## src/rtl/serial_crc_pkg.sv

```systemverilog
package serial_crc_pkg;

  typedef enum logic [1:0] {
    MODE_CCITT = 2'b00,
    MODE_CRC16 = 2'b01,
    MODE_CRC32 = 2'b10,
    MODE_RSVD  = 2'b11
  } crcMode_e;

  typedef struct packed {
    logic preset;
    logic loadByte;
    logic shiftData;
    logic loadCheck;
    logic shiftCheck;
    logic evalRx;
    logic dataPhase;
    logic checkPhase;
  } ctlStrobe_t;

  localparam int CRC_W = 32;

  function automatic logic [CRC_W-1:0] polyOf(crcMode_e m);
    case (m)
      MODE_CCITT: polyOf = 32'h0000_1021;
      MODE_CRC16: polyOf = 32'h0000_8005;
      MODE_CRC32: polyOf = 32'h04C1_1DB7;
      default:    polyOf = '0;
    endcase
  endfunction

  function automatic logic [CRC_W-1:0] presetOf(crcMode_e m);
    case (m)
      MODE_CCITT: presetOf = 32'h0000_FFFF;
      MODE_CRC32: presetOf = 32'hFFFF_FFFF;
      default:    presetOf = '0;
    endcase
  endfunction

  function automatic logic [CRC_W-1:0] xorOutOf(crcMode_e m);
    case (m)
      MODE_CCITT: xorOutOf = 32'h0000_FFFF;
      MODE_CRC32: xorOutOf = 32'hFFFF_FFFF;
      default:    xorOutOf = '0;
    endcase
  endfunction

  function automatic logic [CRC_W-1:0] residueOf(crcMode_e m);
    case (m)
      MODE_CCITT: residueOf = 32'h0000_1D0F;
      MODE_CRC32: residueOf = 32'hC704_DD7B;
      default:    residueOf = '0;
    endcase
  endfunction

endpackage

```

## src/rtl/serial_crc_ctrl.sv

```systemverilog
module serial_crc_ctrl
  import serial_crc_pkg::*;
(
  input  logic       clk,
  input  logic       rstN,
  input  logic       bitEn,
  input  logic       frameStart,
  input  logic       frameEnd,
  input  logic       byteLoad,
  input  logic       txDir,
  input  logic       appendChk,
  input  logic [1:0] modeSel,
  output ctlStrobe_t stb,
  output logic       done
);

  typedef enum logic [1:0] {ST_IDLE, ST_DATA, ST_CHECK} ctlState_e;

  localparam int CNT_W = $clog2(CRC_W + 1);

  ctlState_e  state;
  logic       appendQ;
  logic       txQ;
  logic       wideQ;
  logic [CNT_W-1:0] chkCnt;
  crcMode_e   modeIn;

  assign modeIn = crcMode_e'(modeSel);

  always_comb begin
    stb            = '0;
    stb.preset     = frameStart;
    stb.dataPhase  = (state == ST_DATA);
    stb.checkPhase = (state == ST_CHECK);
    stb.loadByte   = byteLoad && (state == ST_DATA);
    stb.shiftData  = bitEn && (state == ST_DATA);
    stb.loadCheck  = frameEnd && (state == ST_DATA) && appendQ;
    stb.shiftCheck = bitEn && (state == ST_CHECK);
    stb.evalRx     = frameEnd && (state == ST_DATA) && !txQ;
  end

  always_ff @(posedge clk or negedge rstN) begin
    if (!rstN) begin
      state   <= ST_IDLE;
      appendQ <= 1'b0;
      txQ     <= 1'b0;
      wideQ   <= 1'b0;
      chkCnt  <= '0;
      done    <= 1'b0;
    end else begin
      done <= 1'b0;
      if (frameStart) begin
        state   <= ST_DATA;
        txQ     <= txDir;
        wideQ   <= (modeIn == MODE_CRC32);
        appendQ <= appendChk && txDir && (modeIn != MODE_RSVD);
      end else begin
        case (state)
          ST_DATA: if (frameEnd) begin
            if (appendQ) begin
              state  <= ST_CHECK;
              chkCnt <= wideQ ? CNT_W'(32) : CNT_W'(16);
            end else begin
              state <= ST_IDLE;
              done  <= 1'b1;
            end
          end
          ST_CHECK: if (bitEn) begin
            chkCnt <= chkCnt - 1'b1;
            if (chkCnt == CNT_W'(1)) begin
              state <= ST_IDLE;
              done  <= 1'b1;
            end
          end
          default: ;
        endcase
      end
    end
  end

endmodule

```

## src/rtl/serial_crc_dpath.sv

```systemverilog
module serial_crc_dpath
  import serial_crc_pkg::*;
#(
  parameter int BYTE_W = 8
) (
  input  logic              clk,
  input  logic              rstN,
  input  ctlStrobe_t        stb,
  input  logic [1:0]        modeSel,
  input  logic              revData,
  input  logic              txDir,
  input  logic [BYTE_W-1:0] byteIn,
  input  logic              serIn,
  output logic              serOut,
  output logic [BYTE_W-1:0] rxByte,
  output logic              rxByteValid,
  output logic              crcErr,
  output logic              cfgErr
);

  localparam int BCNT_W = $clog2(BYTE_W);
  localparam logic [BCNT_W-1:0] BIT_LAST = BCNT_W'(BYTE_W - 1);

  crcMode_e          modeQ;
  logic              revQ;
  logic              txQ;
  logic              wideQ;
  logic [CRC_W-1:0]  crcQ;
  logic [CRC_W-1:0]  outQ;
  logic [BYTE_W-1:0] shQ;
  logic [BCNT_W-1:0] bitCnt;

  logic             txBit, lineBit, topBit, fb;
  logic [CRC_W-1:0] crcShift, crcNext, chkVal;
  crcMode_e         modeIn;

  assign modeIn   = crcMode_e'(modeSel);
  assign txBit    = revQ ? shQ[BYTE_W-1] : shQ[0];
  assign lineBit  = txQ ? txBit : serIn;
  assign topBit   = wideQ ? crcQ[CRC_W-1] : crcQ[15];
  assign fb       = topBit ^ lineBit;
  assign crcShift = {crcQ[CRC_W-2:0], 1'b0} ^ (fb ? polyOf(modeQ) : '0);
  assign crcNext  = wideQ ? crcShift : {16'h0, crcShift[15:0]};
  assign chkVal   = crcQ ^ xorOutOf(modeQ);

  assign serOut = stb.checkPhase ? outQ[CRC_W-1]
                : (stb.dataPhase && txQ) ? txBit : 1'b0;
  assign rxByte = shQ;

  always_ff @(posedge clk or negedge rstN) begin
    if (!rstN) begin
      modeQ       <= MODE_CCITT;
      revQ        <= 1'b0;
      txQ         <= 1'b0;
      wideQ       <= 1'b0;
      crcQ        <= '0;
      outQ        <= '0;
      shQ         <= '0;
      bitCnt      <= '0;
      rxByteValid <= 1'b0;
      crcErr      <= 1'b0;
      cfgErr      <= 1'b0;
    end else if (stb.preset) begin
      modeQ       <= modeIn;
      revQ        <= revData;
      txQ         <= txDir;
      wideQ       <= (modeIn == MODE_CRC32);
      crcQ        <= presetOf(modeIn);
      outQ        <= '0;
      shQ         <= '0;
      bitCnt      <= '0;
      rxByteValid <= 1'b0;
      crcErr      <= 1'b0;
      cfgErr      <= (modeIn == MODE_RSVD);
    end else begin
      rxByteValid <= 1'b0;
      if (stb.loadByte && txQ) shQ <= byteIn;
      if (stb.shiftData) begin
        crcQ   <= crcNext;
        bitCnt <= (bitCnt == BIT_LAST) ? '0 : bitCnt + 1'b1;
        if (txQ) begin
          shQ <= revQ ? {shQ[BYTE_W-2:0], 1'b0} : {1'b0, shQ[BYTE_W-1:1]};
        end else begin
          shQ <= revQ ? {shQ[BYTE_W-2:0], serIn} : {serIn, shQ[BYTE_W-1:1]};
          if (bitCnt == BIT_LAST) rxByteValid <= 1'b1;
        end
      end
      if (stb.loadCheck) outQ <= wideQ ? chkVal : {chkVal[15:0], 16'h0};
      if (stb.shiftCheck) outQ <= {outQ[CRC_W-2:0], 1'b0};
      if (stb.evalRx) crcErr <= (modeQ != MODE_RSVD) && (crcQ != residueOf(modeQ));
    end
  end

endmodule

```

## src/rtl/serial_crc_unit.sv

```systemverilog
module serial_crc_unit
  import serial_crc_pkg::*;
#(
  parameter int BYTE_W = 8
) (
  input  logic              clk,
  input  logic              rstN,
  input  logic              bitEn,
  input  logic              frameStart,
  input  logic              frameEnd,
  input  logic              txDir,
  input  logic [1:0]        modeSel,
  input  logic              revData,
  input  logic              appendChk,
  input  logic              byteLoad,
  input  logic [BYTE_W-1:0] byteIn,
  input  logic              serIn,
  output logic              serOut,
  output logic [BYTE_W-1:0] rxByte,
  output logic              rxByteValid,
  output logic              crcErr,
  output logic              cfgErr,
  output logic              done
);

  ctlStrobe_t ctlStb;

  serial_crc_ctrl u_ctrl (
    .clk(clk), .rstN(rstN), .bitEn(bitEn), .frameStart(frameStart),
    .frameEnd(frameEnd), .byteLoad(byteLoad), .txDir(txDir),
    .appendChk(appendChk), .modeSel(modeSel), .stb(ctlStb), .done(done)
  );

  serial_crc_dpath #(.BYTE_W(BYTE_W)) u_dpath (
    .clk(clk), .rstN(rstN), .stb(ctlStb), .modeSel(modeSel),
    .revData(revData), .txDir(txDir), .byteIn(byteIn), .serIn(serIn),
    .serOut(serOut), .rxByte(rxByte), .rxByteValid(rxByteValid),
    .crcErr(crcErr), .cfgErr(cfgErr)
  );

endmodule

```

## config.mk

```make
export PLATFORM = sky130hd
export DESIGN_NAME = serial_crc_unit
export DESIGN_NICKNAME = d
export VERILOG_FILES = /design/src/rtl/serial_crc_pkg.sv /design/src/rtl/serial_crc_ctrl.sv /design/src/rtl/serial_crc_dpath.sv /design/src/rtl/serial_crc_unit.sv
export SDC_FILE = /design/constraint.sdc
export NUM_CORES = 1
export LEC_CHECK = 0
export CORE_ASPECT_RATIO = 0.75
export CORE_MARGIN = 1
export CORE_UTILIZATION = 59
export CTS_CLUSTER_SIZE = 40
export DETAILED_ROUTE_END_ITERATION = 6
export DONT_BUFFER_PORTS = 1
export GPL_TIMING_DRIVEN = 0
export PLACE_DENSITY = 0.75
export SYNTH_ARGS = -nofsm -noshare
export SYNTH_HDL_FRONTEND = slang
export SYNTH_SLANG_ARGS = --single-unit
```

## constraint.sdc

```tcl
create_clock -name clk -period 6 [get_ports clk]
set_input_delay 0.6 -clock clk [delete_from_list [all_inputs] [get_ports clk]]
set_output_delay 0.6 -clock clk [all_outputs]
set_load 0.02 [all_outputs]
```

==> flow_summary.ini <==
[sta]
period_share_pct = 46.5
tightest_slew_ps = 989
setup_viol = 0
report.final.hold_viol_count = 0
report.final.slew_viol_count = 0
maxSlewHeadroom_pct = 33.2
rsz0062_at_grt = no
fmax_ghz = 0.358
finalCriticalPeriod_ps = 2790
fin_tns_setup_ps = 0
clock_skew_ps = 4.25

[synthesis]
synth.avg_cell_area_um2 = 8.97
yosysWarnings = 0
synth_cell_types = 53
synth_fp_nets = 623
yosysTopAreaCellShare_pct = 43.8
yosysSeqAreaShare_pct = 43.8
postSynth.asyncResetShare_pct = 100
synthTopCellsByArea = dfrtp_1 44%, nand2_1 6.7%, mux2i_1 5.3%, a22o_1 3.3%, a21oi_1 3.2%
synth_common_cells = 95 x nand2_1, 93 x dfrtp_1, 34 x a21oi_1
ys_ff_latch = 93
synth_ff_type = dfrtp_1
syn_area_um2 = 5310
yosysTopAreaCell = dfrtp_1
synth.most_common_cell = nand2_1
synth_edf_count = 0
netlist_instances = 592

[detailed_routing]
dr_total_vias = 4647
wl_per_cell_um = 19.8
wirelength_um = 14200
first_pass_iters = 7
drt-initial-drc-count = 565
viasPerCell = 6.48
drtAntennaViolNets = 0
route.detailed.drc = 4

[layout]
fillers = 692
syn_to_final_growth_pct = 9.50
fin_nets = 635
postLayoutCellArea_um2 = 5810
final_util_pct = 67.6
multiInputGateArea_um2 = 2760
antennaDiodeCount = 0
seq_area_um2 = 2330
drive_gt1_share_pct = 5.25

[setup_path]
cp.required_ps = 5400
crit_path_start_kind = register
crit_fanout = 6
crit_arrival_ps = 2190
cp_slowest_cell = o41ai_1
crit_buf_inv = 2
cp_top_family = compound AO/OA/AOI/OAI gates
endpoint_kind = output port
crit_chain = inv_1 -> ha_1 -> inv_1 -> o41ai_1
slowest_delay_ps = 930
critPathKind = reg2out
crit_top_cell = inv_1

[cts]
cts.path.max_buffers = 2
numCtsBuffers = 9
cts_root_buffer = clkbuf_16
clk_latency_ps = 340
cts_tree = built
path_clk_slew_ps = 60
clkSinkCount = 93
htreeDepth = 3
post_cts.repair.setup_buffers = 0

[die]
die_w_um = 112
dieArea_um2 = 9390
coreArea_um2 = 8600
die_y_um = 84.2
initial_core_util_pct = 61.7
ios = 33
num_rows = 29

[status]
violations = design-rule violations
status = complete, but fails checks

[placed_design]
place_area_um2 = 5440
gp_congestion = 0.913
io_buffers = 0
place_hpwl_um = 10200

[run]
drv_cap = 0

[global_routing]
grt_pass1_vias = 4401
grt-ovfl-total = 0
grt_max_degree = 94
grt_usage_pct = 31.8
antenna_found_initial = 0
grt_pass1_wl_um = 23000

[pwr]
pwr_density_cell_nw_per_um2 = 317
ir_drop_v = 0.000212
p_leak_nw = 2.47

[hold_path]
hold_path_class = in2async
cell families (layout without fill, tap and decap cells):
family,count (synthesis),count (layout),share of synthesized area [%]
buffers and inverters,56,73,4.27
muxes,30,30,5.75
AOI/OAI and AO/OA,164,164,19.6
xor gates and xnor gates,34,34,5.61
DFF,93,93,43.8
and+or+nand+nor,204,204,18.4
adders and majority gates,11,11,2.59
flip-flops by register name (all words and copies together) (netlist names), 2 cells and up:
register / flops
u_dpath.bitCnt: 3
u_dpath.outQ: 32
u_ctrl.state: 2
u_dpath.rxByte: 8
u_ctrl.chkCnt: 6
u_dpath.crcQ: 32
u_dpath.modeQ: 2
path summary, 6_finish.rpt:
check	slack [ps]	endpoint	depth (start not counted)	start
setup / recovery	3210	serOut	4	u_ctrl.state[1]
hold / removal	130	u_ctrl.chkCnt[0]	1	rstN
setup reg to reg	3370	u_dpath.crcErr	7	u_dpath.modeQ[0]
hold reg to reg	490	u_dpath.outQ[12]	2	u_dpath.outQ[12]
max in group asynchronous	5440	u_dpath.outQ[2]	1	rstN
min in group clk	390	u_dpath.txQ	2	txDir
through the flow:
stage / setup WS, ps / hold slack (ps) / std cells / power [W]
floorplan: 3800 / 304 / 592 / 0.00106
global placement: 3430 / 306 / 700 / 0.00116
detailed placement: 3430 / 306 / 700 / 0.00118
CTS: 3210 / 195 / 717 / 0.00184
global route: 3130 / 195 / 717 / 0.00192
finish: 3210 / 135 / 717 / 0.00184
placed cells by master, fill, tap and decap left out, types with 7 or more instances in the layout:
cell type / count
dfrtp_1: 93
nand3_1: 12
buf_2: 7
xnor2_1: 19
nor2_1: 30
nor4_1: 7
a31oi_1: 12
a22o_1: 20
nor3_1: 18
o21ai_1: 28
clkbuf_1: 33
a21oi_1: 34
inv_1: 13
xor2_1: 15
ha_1: 11
mux2i_1: 28
o21ai_0: 32
clkbuf_16: 9
a22oi_1: 15
o31ai_1: 8
nand2_1: 95
cell type report:
class | instances | share of cell area (%)
buffer | 42 | 2.99
clock buffer | 12 | 4.24
clock inverter | 4 | 1.64
inverter | 14 | 0.904
multi-input combinational | 443 | 47.4
sequential | 93 | 40.0
tap | 108 | 2.32
timing repair buffer | 1 | 0.474
timing repair:
action                                 in CTS  in global routing
endpoints found under the hold margin      93                  0
resized for setup                           0                  0
hold buffers                                1                  0
report_power, final:
group	switching, W	internal (W)
Clock	0.000231	0.000418
Sequential	0.0000996	0.000696
Combinational	0.000241	0.000157
routing by layer:
metal | GRT usage, % | vias to the layer above | wire, µm
li1 | - | 2134 | -
met1 | 47.7 | 2270 | 6580
met2 | 46.8 | 206 | 6080
met3 | 5.78 | 37 | 1240
met4 | 10.1 | 0 | 321
met5 | 0 | - | 0
Power figures use the tool's default switching activity.
